## src/rtl/cbl_pkg.sv

```systemverilog
package cbl_pkg;

  typedef enum logic [1:0] {
    LD_IDLE,
    LD_AUTO,
    LD_MAN,
    LD_DONE
  } ld_state_e;

  typedef enum logic [1:0] {
    HS_WAIT,
    HS_ACK,
    HS_HOLD
  } hs_state_e;

endpackage

```

## src/rtl/cbl_hold_gen.sv

```systemverilog
module cbl_hold_gen #(
  parameter int HOLD_CYC = 3
) (
  input  logic clk_i,
  input  logic rst_ni,
  input  logic offline_i,
  output logic held_o,
  output logic level_o
);
  localparam int HW = $clog2(HOLD_CYC + 1);

  logic          off_q;
  logic [HW-1:0] cnt_q;
  logic          toggle;

  assign toggle  = offline_i ^ off_q;
  assign held_o  = toggle | (cnt_q != '0);
  assign level_o = off_q;

  always_ff @(posedge clk_i or negedge rst_ni) begin
    if (!rst_ni) begin
      off_q <= 1'b0;
      cnt_q <= '0;
    end else begin
      off_q <= offline_i;
      if (toggle)             cnt_q <= HW'(HOLD_CYC - 1);
      else if (cnt_q != '0)   cnt_q <= cnt_q - 1'b1;
    end
  end
endmodule

```

## src/rtl/cbl_word_timer.sv

```systemverilog
module cbl_word_timer #(
  parameter int FAST_DIV = 16,
  parameter int SLOW_DIV = 32
) (
  input  logic clk_i,
  input  logic rst_ni,
  input  logic run_i,
  input  logic fast_i,
  output logic sample_o,
  output logic wrap_o
);
  localparam int PH_W = $clog2(SLOW_DIV);

  logic [PH_W-1:0] ph_q;
  logic [PH_W-1:0] last_ph;
  logic [PH_W-1:0] mid_ph;

  assign last_ph  = fast_i ? PH_W'(FAST_DIV - 1) : PH_W'(SLOW_DIV - 1);
  assign mid_ph   = fast_i ? PH_W'(FAST_DIV / 2 - 1) : PH_W'(SLOW_DIV / 2 - 1);
  assign sample_o = run_i && (ph_q == mid_ph);
  assign wrap_o   = run_i && (ph_q == last_ph);

  always_ff @(posedge clk_i or negedge rst_ni) begin
    if (!rst_ni)      ph_q <= '0;
    else if (!run_i)  ph_q <= '0;
    else if (wrap_o)  ph_q <= '0;
    else              ph_q <= ph_q + 1'b1;
  end
endmodule

```

## src/rtl/cbl_rd_hs.sv

```systemverilog
module cbl_rd_hs
  import cbl_pkg::*;
#(
  parameter int RDY_LAT = 3
) (
  input  logic clk_i,
  input  logic rst_ni,
  input  logic en_i,
  input  logic rd_i,
  output logic take_o,
  output logic ready_o
);
  localparam int CW = $clog2(RDY_LAT + 1);

  hs_state_e     st_q;
  logic [CW-1:0] cnt_q;
  logic          rd_q;

  assign take_o = en_i && (st_q == HS_WAIT) && rd_i && !rd_q;

  always_ff @(posedge clk_i or negedge rst_ni) begin
    if (!rst_ni) rd_q <= 1'b0;
    else         rd_q <= rd_i;
  end

  always_ff @(posedge clk_i or negedge rst_ni) begin
    if (!rst_ni) begin
      st_q    <= HS_WAIT;
      cnt_q   <= '0;
      ready_o <= 1'b0;
    end else if (!en_i) begin
      st_q    <= HS_WAIT;
      cnt_q   <= '0;
      ready_o <= 1'b0;
    end else begin
      unique case (st_q)
        HS_WAIT: if (take_o) begin
          st_q  <= HS_ACK;
          cnt_q <= CW'(RDY_LAT - 1);
        end
        HS_ACK: begin
          if (cnt_q == '0) begin
            ready_o <= 1'b1;
            st_q    <= HS_HOLD;
          end else begin
            cnt_q <= cnt_q - 1'b1;
          end
        end
        HS_HOLD: if (!rd_i) begin
          ready_o <= 1'b0;
          st_q    <= HS_WAIT;
        end
        default: st_q <= HS_WAIT;
      endcase
    end
  end
endmodule

```

## src/rtl/cfg_boot_loader.sv

```systemverilog
module cfg_boot_loader
  import cbl_pkg::*;
#(
  parameter int ADDR_W    = 12,
  parameter int DATA_W    = 8,
  parameter int MAX_WORDS = 2436,
  parameter int HOLD_CYC  = 3,
  parameter int RDY_LAT   = 3,
  parameter int FAST_DIV  = 16,
  parameter int SLOW_DIV  = 32
) (
  input  logic              clk_i,
  input  logic              rst_ni,
  input  logic              offline_i,
  input  logic              auto_i,
  input  logic [2:0]        speed_sel_i,
  input  logic [DATA_W-1:0] data_i,
  input  logic [ADDR_W-1:0] word_cnt_i,
  input  logic              rd_i,
  output logic [ADDR_W-1:0] ext_addr_o,
  output logic              wr_en_o,
  output logic [ADDR_W-1:0] wr_addr_o,
  output logic [DATA_W-1:0] wr_data_o,
  output logic              ready_o,
  output logic              load_done_o
);
  localparam logic [ADDR_W-1:0] CNT_MAX = ADDR_W'(MAX_WORDS);

  ld_state_e         state_q;
  logic [ADDR_W-1:0] addr_q;
  logic [ADDR_W-1:0] cnt_q;
  logic [ADDR_W-1:0] eff_cnt;
  logic              fast_q;
  logic              held;
  logic              off_lvl;
  logic              sample;
  logic              wrap;
  logic              take;
  logic              auto_run;

  assign eff_cnt  = (word_cnt_i > CNT_MAX) ? CNT_MAX : word_cnt_i;
  assign auto_run = (state_q == LD_AUTO);

  cbl_hold_gen #(.HOLD_CYC(HOLD_CYC)) i_hold (
    .clk_i    (clk_i),
    .rst_ni   (rst_ni),
    .offline_i(offline_i),
    .held_o   (held),
    .level_o  (off_lvl)
  );

  cbl_word_timer #(.FAST_DIV(FAST_DIV), .SLOW_DIV(SLOW_DIV)) i_timer (
    .clk_i   (clk_i),
    .rst_ni  (rst_ni),
    .run_i   (auto_run && !held),
    .fast_i  (fast_q),
    .sample_o(sample),
    .wrap_o  (wrap)
  );

  cbl_rd_hs #(.RDY_LAT(RDY_LAT)) i_hs (
    .clk_i  (clk_i),
    .rst_ni (rst_ni),
    .en_i   ((state_q == LD_MAN) && !held),
    .rd_i   (rd_i),
    .take_o (take),
    .ready_o(ready_o)
  );

  always_ff @(posedge clk_i or negedge rst_ni) begin
    if (!rst_ni) begin
      state_q   <= LD_IDLE;
      addr_q    <= '0;
      cnt_q     <= '0;
      fast_q    <= 1'b0;
      wr_en_o   <= 1'b0;
      wr_addr_o <= '0;
      wr_data_o <= '0;
    end else if (held) begin
      state_q   <= LD_IDLE;
      addr_q    <= '0;
      cnt_q     <= '0;
      fast_q    <= 1'b0;
      wr_en_o   <= 1'b0;
      wr_addr_o <= '0;
      wr_data_o <= '0;
    end else begin
      wr_en_o <= 1'b0;
      unique case (state_q)
        LD_IDLE: if (off_lvl) begin
          if (auto_i) begin
            fast_q  <= speed_sel_i[0];
            cnt_q   <= eff_cnt;
            state_q <= (eff_cnt == '0) ? LD_DONE : LD_AUTO;
          end else begin
            state_q <= LD_MAN;
          end
        end
        LD_AUTO: begin
          if (sample) begin
            wr_en_o   <= 1'b1;
            wr_addr_o <= addr_q;
            wr_data_o <= data_i;
          end
          if (wrap) begin
            if (addr_q == cnt_q - 1'b1) state_q <= LD_DONE;
            else                        addr_q  <= addr_q + 1'b1;
          end
        end
        LD_MAN: if (take) begin
          wr_en_o   <= 1'b1;
          wr_addr_o <= addr_q;
          wr_data_o <= data_i;
          addr_q    <= addr_q + 1'b1;
        end
        default: ;
      endcase
    end
  end

  assign ext_addr_o  = addr_q;
  assign load_done_o = (state_q == LD_DONE);
endmodule

```

## config.mk

```make
export PLATFORM = sky130hd
export DESIGN_NAME = cfg_boot_loader
export DESIGN_NICKNAME = d
export VERILOG_FILES = /design/src/rtl/cbl_pkg.sv /design/src/rtl/cbl_hold_gen.sv /design/src/rtl/cbl_word_timer.sv /design/src/rtl/cbl_rd_hs.sv /design/src/rtl/cfg_boot_loader.sv
export SDC_FILE = /design/constraint.sdc
export NUM_CORES = 1
export LEC_CHECK = 0
export BUFFER_PORTS_ARGS = -buffer_cell sky130_fd_sc_hd__buf_2
export CORE_AREA = 2 2 82 84
export DETAILED_ROUTE_END_ITERATION = 8
export DIE_AREA = 0 0 84 86
export GPL_TIMING_DRIVEN = 0
export PLACE_DENSITY_LB_ADDON = 0.12
export SLEW_MARGIN = 5
export SYNTH_ARGS = -nofsm -noshare
export SYNTH_HDL_FRONTEND = slang
export SYNTH_SLANG_ARGS = --single-unit
export TNS_END_PERCENT = 30
```

## constraint.sdc

```tcl
create_clock -name clk_i -period 8.6 [get_ports clk_i]
set_input_delay 1.72 -clock clk_i [delete_from_list [all_inputs] [get_ports clk_i]]
set_output_delay 1.72 -clock clk_i [all_outputs]
set_load 0.01 [all_outputs]
```

Yosys cells after proc, flatten, opt, wreduce, memory -nomap -nowiden

Index checks and enable logic that the tools add are counted.

Logic and storage cells: 121
Bits of input ports: 28
Output and inout bits: 35
Register bits after elaboration: 62

$add $sub $neg: 5
Eq/ne operators: 20
Reductions and logical operators: 27
Bitwise logic cells: 2
Muxes and demuxes: 52
Order comparisons: 1

Operators by type and width:

| operator                                              | number |
|---|---|
| two-way mux 12 bit                                    | 12 |
| case mux 12 bit (2 select lines)                      | 2 |
| two-way mux 2 bit                                     | 15 |
| two-way mux 8 bit                                     | 3 |
| inequality test 3 bit, second input constant          | 7 |
| case mux 8 bit (2 select lines)                       | 1 |
| two-way mux 5 bit                                     | 3 |
| inequality test 3 x 2 -> 1 bit, second input constant | 5 |
| AND reduction 3 bit                                   | 5 |
| adder 12 x 1 -> 12 bit, second input constant         | 1 |
| equality test 12 bit                                  | 1 |
| greater-than comparator 12 bit, second input constant | 1 |
| zero test 12 bit                                      | 1 |
| subtractor 12 x 1 -> 12 bit, second input constant    | 1 |
| equality test 5 bit                                   | 2 |
| two-way mux 1 bit                                     | 10 |
| nonzero test 2 bit                                    | 5 |
| case mux 2 bit (2 select lines)                       | 2 |
| AND reduction 4 bit                                   | 2 |
| logical AND 1 bit                                     | 7 |
| equality test 2 bit, second input constant            | 3 |
| zero test 2 bit                                       | 3 |
| case mux 2 bit (3 select lines)                       | 1 |
| nonzero test 3 bit                                    | 2 |
| other kinds (8)                                       | 12 |

Logic depth before layout (Yosys ltp)

Depth after elaboration: 10
Depth in mapped cells: 12
Gate-level depth less buffers: 10

By module

Synthesis repeated with hierarchy kept, for this count alone.

Cells, all modules: 360
Area, all modules: 3,355.7 um2

By module, submodules not included:

| module          | instances | cells an instance | area each (um2) | seq. area each (um2) |
|---|---|---|---|---|
| cfg_boot_loader | 1         | 298               | 2,688.8         | 1,201.2 |
| cbl_rd_hs       | 1         | 27                | 290.3           | 150.1 |
| cbl_word_timer  | 1         | 23                | 242.7           | 125.1 |
| cbl_hold_gen    | 1         | 12                | 133.9           | 75.1 |

Worst setup path after synthesis

OpenSTA, ideal clock, no wires.

Path type: input -> register
From: input port rd_i
To: register addr_q[9], in the netlist ext_addr_o[9]
Stages on the path: 10
Path slack: 5,385 ps
Setup time: 79 ps
Arrival: 3,135 ps
Cell sequence: nand2b_1 > nor2_1 > a21oi_1 > a21oi_1 > o41ai_2 > and2_1 > buf_6 > buf_2 > nor4_2 > mux2i_1

Cells in the longest elaborated chain, start to end: 4

Ends and longest elaborated chain:

| what                                            | RTL line               | source |
|---|---|---|
| start: declaration                              | cfg_boot_loader.sv:19  | `input logic rd_i,` |
| logical AND 1 bit (2 in a row)                  | cbl_rd_hs.sv:19        | `assign take_o = en_i && (st_q == HS_WAIT) && rd_i && !rd_q;` |
| inequality test 3 x 2 -> 1 bit (no source line) | --                     |  |
| AND reduction 4 bit (no source line)            | --                     |  |
| end signal: assignment                          | cfg_boot_loader.sv:107 | `else addr_q <= addr_q + 1'b1;` |
| end signal: assignment                          | cfg_boot_loader.sv:114 | `addr_q <= addr_q + 1'b1;` |
| end: declaration                                | cfg_boot_loader.sv:30  | `logic [ADDR_W-1:0] addr_q;` |

No other way between the ends.
A chain may end at the register's enable or synchronous reset.

Final worst setup path

Same ends and word-level chain as after synthesis.

==> flow_summary.toml <==
[status]
outcome = "finished clean"

[grt]
grt_pass1_wl_um = 13070
overflow = 0
grt_pass1_vias = 2780
grt_util_all_layers_pct = 22.68
grt_antenna_before_repair = 0
grt_max_degree = 63

[setup_path]
critical_path_class = "in -> reg"
slowest_stage = "nor4_2"
worst-path-buf-inv = 3
critPathLaunchType = "primary input"
required_ns = 8.86
crit_path_cell_trace = "buf_2 -> nand2b_1 -> nor2_1 -> a21oi_1 -> a21oi_1 -> o41ai_2 -> and2_1 -> buf_6 -> buf_2 -> nor4_2 -> mux2i_1"
cp-end-kind = "flop"
path_delay_family = "simple AND/OR/NAND/NOR gates"
critPathMaxFanout = 10
arrival_ns = 3.54
slowest_delay_ns = 0.33

[floorplanning]
core-area_sq_um = 6277
chipHeight_um = 86
row_count = 29
initial_utilization_pct = 54.18
die_width_um = 84
io_pins = 63
dieArea_sq_um = 7224

[sta]
finalHoldViolCount = 0
whs_ns = 0.4571
rsz0062_at_grt = "false"
max_freq_ghz = 0.3044
skew_ns = 0.01186
setup_viol = 0
relSlewSlack_pct = 48.44
min_period_over_period_pct = 38.20
drv_slew = 0
tightest_slew_ns = 0.7735
setup_tns_ns = 0
post-route-worst-setup-slack_ns = 5.315
layout_min_cycle_time_ns = 3.286

[logic_synthesis]
async_flop_share_pct = 100.0
synth_area_leaders = "dfrtp_1 46%, nand2_1 6.6%, o21ai_0 4.9%"
synthAdderAreaFrac_pct = 4.783
synth_top_family_by_area = "simple AND/OR/NAND/NOR gates"
synth_nets = 412
synth_mux_area_share_pct = 1.472
yosys_warnings = 0
synth-simple-area-share_pct = 21.45
synth_most_common_cell = "dfrtp_1"
synth-seq-cells = 62
postSynthAreaPerCell_sq_um = 9.166
synth_edf_count = 0
synth-xor-area-share_pct = 5.151
post-synth-top-area-fraction_pct = 45.62
syn_inst = 371
syn_area_sq_um = 3401
yosysUniqueCellTypes = 49
synth_top_cell_by_area = "dfrtp_1"
netlist_top_cells_count = "62 x dfrtp_1, 60 x nand2_1, 33 x o21ai_0, 26 x nor2_1, 18 x a21oi_1"
ys.flop_type = "dfrtp_1"
synth_compound_area_share_pct = 17.03
ys_seq_area_share_pct = 45.62

[power]
p_per_area_nw_per_um2 = 177.0
p_leak_nw = 1.850
peakVddDrop_uv = 149.4

[route]
drc = 0
wire_per_inst_um = 14.28
drtIter0Drc = 155
wl_um = 7469
vias_per_cell = 5.549
vias = 2902
ant_nets = 0
drt-pass1-iter-count = 5

[place]
place_inst = 508
post-place-ws_ns = 5.005
port_buffers = 60
gp_congestion = 0.9131
hpwl_um = 5393

[cts]
cts_tree = "built"
cts_max_level = 3
postCtsSetupBuffers = 0
numCtsBuffers = 9
clk_latency_ns = 0.34
path_clk_slew_ns = 0.07
hold_buffers = 0
cts_resized = 0
cts_sinks = 62
cts_root_buffer = "clkbuf_8"
cts_buffer_depth = 2

[layout]
antenna_cells = 0
stdcell_count = 523
finalNetCount = 483
final_core_util_pct = 63.54
drive_above_1_share_pct = 20.40
area_growth_pct = 17.29

[run]
drv_cap = 0

[min_path]
hold_class = "reg -> reg"
-- kinds of logic (layout without fill, tap and decap cells) --
kind of cell | after synthesis | count (layout)
adder cells (fa/ha/maj) | 13 | 13
XOR/XNOR | 20 | 20
AO/OA/AOI/OAI | 87 | 87
flip-flops | 62 | 62
buffers and inverters | 35 | 110
multiplexers | 5 | 5
AND/OR/NAND/NOR | 149 | 149
-- metrics by stage --
| stage | total power, W | cell area [sq um] |
|---|---|---|
| after CTS | 0.0007125 | 3989 |
| after global placement | 0.0004587 | 3797 |
| after floorplan | 0.0004150 | 3401 |
| after global routing | 0.0007449 | 3989 |
| after detailed placement | 0.0004616 | 3800 |
| final | 0.0007059 | 3989 |
-- final timing paths --
path | slack, ns | cells after the start | end | start
min in group asynchronous | 1.44 | 1 | i_hs.ready_o | rst_ni
max reg2reg | 5.38 | 12 | ext_addr_o[5] | cnt_q[0]
max | 5.31 | 11 | ext_addr_o[9] | rd_i
min | 0.46 | 1 | i_timer.ph_q[0] | i_timer.ph_q[0]
min reg2reg | 0.46 | 1 | i_timer.ph_q[0] | i_timer.ph_q[0]
max in group asynchronous | 6.62 | 1 | state_q[0] | rst_ni
-- routing by layer --
| layer | up-vias | GRT usage, % | routed length [um] |
|---|---|---|---|
| li1 | 1444 | - | - |
| met2 | 78 | 37.02 | 3452 |
| met4 | 0 | 10.41 | 130 |
| met1 | 1372 | 29.74 | 3516 |
| met3 | 8 | 3.946 | 370 |
| met5 | - | 0 | 0 |
-- final cells by class --
class                      instances  area, sq um
fill                             567         2288
multi-input combinational        274         1697
sequential                        62         1551
timing repair buffer              60        302.8
clock buffer                      11        141.4
buffer                            20        96.34
tap                               77        96.34
inverter                          15        56.30
clock inverter                     4        47.55
-- power breakdown --
| part | total (W) | internal (W) | switching, W | leakage (nW) |
|---|---|---|---|---|
| Combinational | 0.000141 | 0.0000500 | 0.0000913 | 0.900 |
| Clock | 0.000250 | 0.000139 | 0.000111 | 0.0952 |
| Sequential | 0.000314 | 0.000305 | 0.00000916 | 0.855 |
-- cell usage in the layout, fill, tap and decap left out, types with 8 or more instances in the layout --
cell      instances
buf_2            63
dfrtp_1          62
nand2_1          60
o21ai_0          33
nor2_1           26
a21oi_1          18
inv_1            15
clkbuf_1         14
xnor2_1          13
ha_1             13
nand2b_1         10
clkbuf_8         10
nor3_1            9
nand3_1           8
or3_1             8
a22o_1            8
-- state kept, by name (all words and copies together), names as in the netlist --
| name | count |
|---|---|
| fast_q | 1 |
| ext_addr_o | 12 |
| state_q | 2 |
| i_timer.ph_q | 5 |
| cnt_q | 12 |
| wr_data_o | 8 |
| i_hold.cnt_q | 2 |
| wr_en_o | 1 |
| i_hs.st_q | 2 |
| i_hold.level_o | 1 |
| i_hs.ready_o | 1 |
| wr_addr_o | 12 |
| i_hs.rd_q | 1 |
| i_hs.cnt_q | 2 |
Power figures use the tool's default switching activity.
